### src/rtl/slot_status_pkg.sv
package slot_status_pkg;
    typedef enum logic [1:0] {
        PK_OTHER  = 2'd0,
        PK_QUERY  = 2'd1,
        PK_STATUS = 2'd2,
        PK_CMD    = 2'd3
    } pkt_kind_e;
endpackage

### src/rtl/slot_timer.sv
module slot_timer #(
    parameter int NODES      = 64,
    parameter int CLK_PER_US = 125,
    parameter int SLOT_US    = 5,
    localparam int NODE_W    = $clog2(NODES)
) (
    input  logic              clk,
    input  logic              rst_n,
    input  logic              start,
    input  logic [NODE_W-1:0] node_id,
    output logic              fire
);
    localparam int SLOT_CYC = SLOT_US * CLK_PER_US;
    localparam int MAX_DLY  = SLOT_CYC * (NODES - 1);
    localparam int CNT_W    = (MAX_DLY < 1) ? 1 : $clog2(MAX_DLY + 1);

    typedef struct packed {
        logic             armed;
        logic [CNT_W-1:0] cnt;
    } tmr_t;

    tmr_t             s_d, s_q;
    logic [CNT_W-1:0] dly;

    always_comb begin
        dly  = CNT_W'(SLOT_CYC) * CNT_W'(node_id);
        s_d  = s_q;
        fire = 1'b0;
        if (start) begin
            if (dly == '0) begin
                fire     = 1'b1;
                s_d.armed = 1'b0;
                s_d.cnt   = '0;
            end else begin
                s_d.armed = 1'b1;
                s_d.cnt   = dly - CNT_W'(1);
            end
        end else if (s_q.armed) begin
            if (s_q.cnt == '0) begin
                fire      = 1'b1;
                s_d.armed = 1'b0;
            end else begin
                s_d.cnt = s_q.cnt - CNT_W'(1);
            end
        end
    end

    always_ff @(posedge clk or negedge rst_n) begin
        if (!rst_n) s_q <= '0;
        else        s_q <= s_d;
    end

    // one slot yields a single event unless a new query restarts it
    assert_single_fire_R7: assert property (@(posedge clk) disable iff (!rst_n)
        fire |=> (!fire || start));

    // node 0 fires in the query cycle itself
    assert_zero_slot_R2: assert property (@(posedge clk) disable iff (!rst_n)
        (start && node_id == '0) |-> fire);

    // no event while a nonzero count is still running
    assert_wait_R2: assert property (@(posedge clk) disable iff (!rst_n)
        (s_q.armed && s_q.cnt != '0 && !start) |-> !fire);
endmodule

### src/rtl/status_table.sv
module status_table #(
    parameter int NODES   = 64,
    parameter int STAT_W  = 32,
    localparam int NODE_W = $clog2(NODES)
) (
    input  logic              clk,
    input  logic              rst_n,
    input  logic              clr,
    input  logic              pw_en,
    input  logic [NODE_W-1:0] pw_idx,
    input  logic [STAT_W-1:0] pw_data,
    input  logic              ow_en,
    input  logic [NODE_W-1:0] ow_idx,
    input  logic [STAT_W-1:0] ow_data,
    input  logic [NODE_W-1:0] rd_idx,
    output logic [STAT_W-1:0] rd_data,
    output logic              rd_valid
);
    typedef struct packed {
        logic [NODES-1:0]             vld;
        logic [NODES-1:0][STAT_W-1:0] data;
    } tbl_t;

    tbl_t             s_d, s_q;
    logic [NODES-1:0] sel_peer, sel_own;

    for (genvar g = 0; g < NODES; g++) begin : g_sel
        assign sel_peer[g] = pw_en && (pw_idx == NODE_W'(g));
        assign sel_own[g]  = ow_en && (ow_idx == NODE_W'(g));
    end

    always_comb begin
        s_d = s_q;
        for (int i = 0; i < NODES; i++) begin
            if (clr) s_d.vld[i] = 1'b0;
            if (sel_own[i]) begin
                s_d.vld[i]  = 1'b1;
                s_d.data[i] = ow_data;
            end else if (sel_peer[i]) begin
                s_d.vld[i]  = 1'b1;
                s_d.data[i] = pw_data;
            end
        end
    end

    always_ff @(posedge clk or negedge rst_n) begin
        if (!rst_n) s_q <= '0;
        else        s_q <= s_d;
    end

    assign rd_data  = s_q.data[rd_idx];
    assign rd_valid = s_q.vld[rd_idx];

    // a clear without an own write leaves no valid entry
    assert_clear_R5: assert property (@(posedge clk) disable iff (!rst_n)
        (clr && !ow_en) |=> (s_q.vld == '0));

    // a peer write that is not overridden lands in its entry
    assert_peer_store_R4: assert property (@(posedge clk) disable iff (!rst_n)
        (pw_en && !(ow_en && ow_idx == pw_idx))
        |=> (s_q.vld[$past(pw_idx)] && s_q.data[$past(pw_idx)] == $past(pw_data)));

    // the own write always wins its entry
    assert_own_store_R6: assert property (@(posedge clk) disable iff (!rst_n)
        ow_en |=> (s_q.vld[$past(ow_idx)] && s_q.data[$past(ow_idx)] == $past(ow_data)));
endmodule

### src/rtl/slot_status_responder.sv
module slot_status_responder
    import slot_status_pkg::*;
#(
    parameter int NODES      = 64,
    parameter int STAT_W     = 32,
    parameter int CLK_PER_US = 125,
    parameter int SLOT_US    = 5,
    localparam int NODE_W    = $clog2(NODES)
) (
    input  logic              clk,
    input  logic              rst_n,
    input  logic              rx_valid,
    input  logic [1:0]        rx_kind,
    input  logic [NODE_W-1:0] rx_src,
    input  logic [STAT_W-1:0] rx_data,
    input  logic [NODE_W-1:0] node_id,
    input  logic [STAT_W-1:0] local_status,
    output logic              tx_valid,
    output logic [NODE_W-1:0] tx_src,
    output logic [STAT_W-1:0] tx_data,
    output logic              cmd_valid,
    output logic [STAT_W-1:0] cmd_data,
    input  logic [NODE_W-1:0] rd_idx,
    output logic [STAT_W-1:0] rd_data,
    output logic              rd_valid
);
    typedef struct packed {
        logic              tx_valid;
        logic [NODE_W-1:0] tx_src;
        logic [STAT_W-1:0] tx_data;
        logic              cmd_valid;
        logic [STAT_W-1:0] cmd_data;
    } out_t;

    out_t s_d, s_q;
    logic is_query, is_status, is_cmd, fire;

    assign is_query  = rx_valid && (rx_kind == PK_QUERY);
    assign is_status = rx_valid && (rx_kind == PK_STATUS);
    assign is_cmd    = rx_valid && (rx_kind == PK_CMD);

    slot_timer #(
        .NODES(NODES), .CLK_PER_US(CLK_PER_US), .SLOT_US(SLOT_US)
    ) u_timer (
        .clk(clk), .rst_n(rst_n), .start(is_query), .node_id(node_id), .fire(fire)
    );

    status_table #(
        .NODES(NODES), .STAT_W(STAT_W)
    ) u_table (
        .clk(clk), .rst_n(rst_n), .clr(is_query),
        .pw_en(is_status), .pw_idx(rx_src), .pw_data(rx_data),
        .ow_en(fire), .ow_idx(node_id), .ow_data(local_status),
        .rd_idx(rd_idx), .rd_data(rd_data), .rd_valid(rd_valid)
    );

    always_comb begin
        s_d           = s_q;
        s_d.tx_valid  = fire;
        s_d.cmd_valid = is_cmd;
        if (fire) begin
            s_d.tx_src  = node_id;
            s_d.tx_data = local_status;
        end
        if (is_cmd) s_d.cmd_data = rx_data;
    end

    always_ff @(posedge clk or negedge rst_n) begin
        if (!rst_n) s_q <= '0;
        else        s_q <= s_d;
    end

    assign tx_valid  = s_q.tx_valid;
    assign tx_src    = s_q.tx_src;
    assign tx_data   = s_q.tx_data;
    assign cmd_valid = s_q.cmd_valid;
    assign cmd_data  = s_q.cmd_data;

    // a command is passed on in the next cycle with its payload
    assert_cmd_pass_R8: assert property (@(posedge clk) disable iff (!rst_n)
        is_cmd |=> (cmd_valid && cmd_data == $past(rx_data)));

    // non-command cycles raise no command pulse
    assert_ignore_R9: assert property (@(posedge clk) disable iff (!rst_n)
        !is_cmd |=> !cmd_valid);

    // the broadcast carries the node number and the status of the firing cycle
    assert_tx_payload_R3: assert property (@(posedge clk) disable iff (!rst_n)
        fire |=> (tx_valid && tx_src == $past(node_id) && tx_data == $past(local_status)));
endmodule

### config.mk
export PLATFORM = sky130hd
export DESIGN_NAME = slot_status_responder
export DESIGN_NICKNAME = d
export VERILOG_FILES = /design/src/rtl/slot_status_pkg.sv /design/src/rtl/slot_timer.sv /design/src/rtl/status_table.sv /design/src/rtl/slot_status_responder.sv
export SDC_FILE = /design/constraint.sdc
export NUM_CORES = 2
export LEC_CHECK = 0
export BUFFER_PORTS_ARGS = -buffer_cell sky130_fd_sc_hd__buf_2
export CORE_UTILIZATION = 64
export DETAILED_ROUTE_END_ITERATION = 6
export PLACE_DENSITY = 0.81
export SYNTH_ARGS = -nofsm -noshare
export SYNTH_HDL_FRONTEND = slang
export SYNTH_SLANG_ARGS = --single-unit
### constraint.sdc
create_clock -name clk -period 5.9 [get_ports clk]
set_input_delay 1.18 -clock clk [delete_from_list [all_inputs] [get_ports clk]]
set_output_delay 1.18 -clock clk [all_outputs]
set_load 0.03 [all_outputs]
==> impl.org <==
** Power and ir drop
- Clock power share :: 42.1%
- Power spread over the standard cell area amounts to 254 mW/mm^2.
- Combinational Power Share :: 11.8%
- Power Internal :: 26.3 mW
- Sequential cells burn 46.1% of the power.
- Peak ir drop on the vdd network :: 0.292 mV
- Summed over all cells, the static leakage comes to 69.2 nW.
- Net switching is 25.6% of the power.
- Switching component of the power :: 9.09 mW

** Clock tree
- The root buffer cell chosen for the clock tree is sky130_fd_sc_hd__clkbuf_16.
- TritonCTS built the clock tree.
- Buffers inserted during clock tree synthesis total 227.
- Register clock-pin slew on the reported worst setup and hold paths :: 0.06 ns
- Buffers inserted to repair hold after CTS numbered 0.
- Clock tree synthesis found a total of 2201 sinks.
- The clock reaches the later pin of the worst-skew pair after 0.89 ns.
- Post-CTS repair changed the size of 0 cells.
- Number of buffers added for setup after CTS :: 0
- Clk buf depth :: 3
- The clock tree synthesis step divided the H-tree into 4 levels.

** Global routing
- Global routing consumed, over all layers together, 38.6% of the routing resources.
- Entering global routing, the biggest net connects 164 pins.
- First-pass GRT wire length :: 572000 microns
- The number of antenna violations at the first check in global routing came to 39.
- Overall overflow remaining after global route :: 0
- The via count of the first global-routing pass was 85700.

** STA
- At the pin with the least slew margin, the transition time is 1.30 ns.
- Final Hold Viols :: 0
- The number of pins exceeding their max-slew limit in the final report came to 0.
- Max-slew headroom :: 13.1%
- The worst path uses 95.3% of the clock period.
- Setup slack closes at 0.275 ns.
- The worst path in the final design needs a cycle of 5.62 ns, including I/O delays and setup.
- Based on the critical path, the design can be clocked at up to 178 MHz.
- RSZ-0062 raised after global routing :: false
- Clock tree skew after final layout :: 0.0337 ns
- Setup TNS Final :: 0 ns
- Total of endpoints with negative setup slack in the final report :: 0

** Yosys
- Register area share after synthesis :: 43.2%
- After synthesis, the share of flip-flops with an asynchronous set or reset is 100%.
- The most used flip-flop cell after synthesis is sky130_fd_sc_hd__dfrtp_1.
- Avg Inst Size Synth :: 14.3 sq um
- Yosys warning count :: 0
- Post-synth cell types :: 64
- The cell area that synthesis handed to floorplanning was 0.128 sq mm.
- Number of register bits inferred by synthesis :: 2201
- When the netlist entered floorplanning its net count stood at 9019.
- Counting every instance in the synthesized netlist gives 8893.
- The synthesized design contains 0 enable-type register cells.

** Final layout
- Filler cell count in the final layout :: 12700
- Footprint of the multi-input gates :: 0.0674 sq mm
- Of the cells placed in the final design, the portion with a size suffix greater than 1 is 48.9%.
- Commonest non-fill, non-tap cells in the layout :: 2284 x sky130_fd_sc_hd__mux2_2, 2201 x sky130_fd_sc_hd__dfrtp_1, 1368 x sky130_fd_sc_hd__mux2_1
- In the final design database the tool counted 8763 nets.
- In the final layout, flip-flops and latches occupy 0.0551 sq mm.
- Relative to the synthesized area, the layout overhead comes to 9.27%.
- Most common cell after layout, fill and taps aside :: sky130_fd_sc_hd__mux2_2

** Routing
- The routed design has 382000 microns of wire.
- Via count :: 81700
- After detailed routing, the number of vias per cell comes to 7.11.
- Detailed-route wire length per cell :: 33.3 microns
- For this run, design rule violations remaining after detail routing come to 0.
- Count of nets left with antenna violations after detail routing :: 0
- Detailed router's first-iteration violation count :: 8099
- Number of optimization iterations in the first detailed-route pass :: 6

** Placement
- Gp weighted congestion :: 0.901
- Input and output buffers added on the ports amount to 191.
- Detailed placement finished with a half-perimeter wire length of 231000 microns.
- Timing analysis after detailed placement gives a worst setup slack of 0.0532 ns.

** Critical path
- Worst path slowest cell :: sky130_fd_sc_hd__mux4_2
- CP required :: 4.72 ns
- Crit path largest cell delay :: 0.59 ns
- Critical Path Sink Type :: output pin
- Crit path DAT :: 4.44 ns
- Critical Path Fanout Max :: 26
- Startpoint Class :: input pin
- Crit Path Class :: in -> out
- Sequence of cells on the critical path :: buf_8 -> buf_12 -> buf_12 -> mux4_2 -> mux4_2 -> mux2i_1 -> o21ai_0 -> buf_2

** Floorplan
- Die area :: 0.201 sq mm
- Starting utilization of the core area :: 64.5%
- Die W :: 448 microns
- Pin placement for this block handled 192 I/O pins.
- Placement row count :: 163
- Vert. Die Dim :: 448 microns
- The total area inside the core boundary comes to 0.198 sq mm.

** Hold path
- In this run the worst hold path is classified as in -> async.

** Job
- Across the run, the number of max-cap violations was 0.

** Outcome
- The run finished with clean final reports.
[critical path: cells and delay by family]
kind                   cells  cell delay, ns
muxes                      3            1.54
buffers and inverters      4            1.19
AOI/OAI and AO/OA          1            0.45
[logic make-up (layout without fill, tap and decap cells)]
| family | Yosys count | count (layout) | synth area share, % |
|---|---|---|---|
| other cells | 0 | 24 | 0 |
| fa+ha+maj | 39 | 39 | 0.424 |
| xor+xnor | 24 | 24 | 0.165 |
| compound gates | 227 | 227 | 1.09 |
| buf+inv | 1104 | 1043 | 4.31 |
| flops | 2201 | 2201 | 43.2 |
| simple gates | 600 | 600 | 2.73 |
| mux | 4698 | 4698 | 48.1 |
[synth_stat cells, drive strengths merged, types with 2 or more instances]
cell / number / area (sq um)
and2: 11 / 68.8
or3: 3 / 18.8
o22ai: 13 / 81.3
a32oi: 32 / 280
dfrtp: 2201 / 55100
o21ai: 16 / 80.1
nand2: 234 / 878
buf: 275 / 2380
a211oi: 7 / 62.6
a21oi: 138 / 691
ha: 32 / 400
mux4: 690 / 15500
nor4: 6 / 52.6
mux2: 3876 / 44500
mux2i: 132 / 1320
xnor2: 18 / 158
clkbuf: 805 / 3020
nor2: 62 / 233
nor2b: 24 / 150
or2: 4 / 25.0
fa: 7 / 140
nor3b: 2 / 26.3
or4: 2 / 18.8
xor2: 6 / 52.6
o221ai: 3 / 26.3
nor3: 113 / 571
and3: 6 / 37.5
inv: 23 / 86.3
nand4: 5 / 31.3
nand2b: 10 / 62.6
nand3: 114 / 1270
o21a: 2 / 15.0
a21o: 5 / 37.5
[flip-flops by register name, indices dropped and copies added, names as in the netlist]
register / cells
tx_data: 32
cmd_data: 32
cmd_valid: 1
tx_src: 6
u_timer.s_q: 17
tx_valid: 1
u_table.s_q: 2112
[final timing paths]
path,cells after the start,to,slack [ns],startpoint
max,8,rd_data[13],0.28,rd_idx[0]
min,1,u_table.s_q[1118],0.20,rst_n
max reg2reg,12,u_table.s_q[1187],2.40,u_timer.s_q[0]
min reg2reg,2,tx_data[11],0.47,tx_data[11]
max in group asynchronous,3,u_table.s_q[1383],4.08,rst_n
min in group clk,2,tx_data[11],0.47,tx_data[11]
[power groups by stage]
stage / Combinational [mW] / Sequential (mW) / Clock, mW
floorplan: 2.67 / 16.5 / 0
global placement: 3.98 / 16.5 / 0
detailed placement: 4.13 / 16.6 / 0
CTS: 4.16 / 16.3 / 15.0
global route: 4.46 / 16.4 / 15.6
finish: 4.19 / 16.3 / 14.9
[layout make-up]
| type | count | share of cell area [%] |
|---|---|---|
| clock inverter | 85 | 0.661 |
| timing repair buffer | 595 | 4.12 |
| clock buffer | 339 | 4.88 |
| multi-input combinational | 5588 | 48.3 |
| tap | 2640 | 2.37 |
| inverter | 24 | 0.0682 |
| sequential | 2201 | 39.5 |
| antenna | 24 | 0.0431 |
[per-stage QoR]
stage | total power, mW | hold slack [ns] | util [%] | area [sq um] | cells
finish | 35.4 | 0.204 | 70.5 | 139000 | 11500
CTS | 35.4 | 0.242 | 70.5 | 139000 | 11500
global placement | 20.5 | 0.446 | 66.6 | 132000 | 11000
global route | 36.4 | 0.238 | 70.5 | 139000 | 11500
detailed placement | 20.7 | 0.453 | 66.6 | 132000 | 11000
floorplan | 19.2 | 0.455 | - | 128000 | 8893
[metal layers]
layer	vias up	share of wire, %	global-route usage (%)
li1	32600	-	-
met1	43600	38	50.2
met2	4400	47	60.6
met3	1164	9.2	9.10
met4	22	5.8	20.2
met5	-	0.036	0
Note: power is estimated with default switching activity, not from simulation.
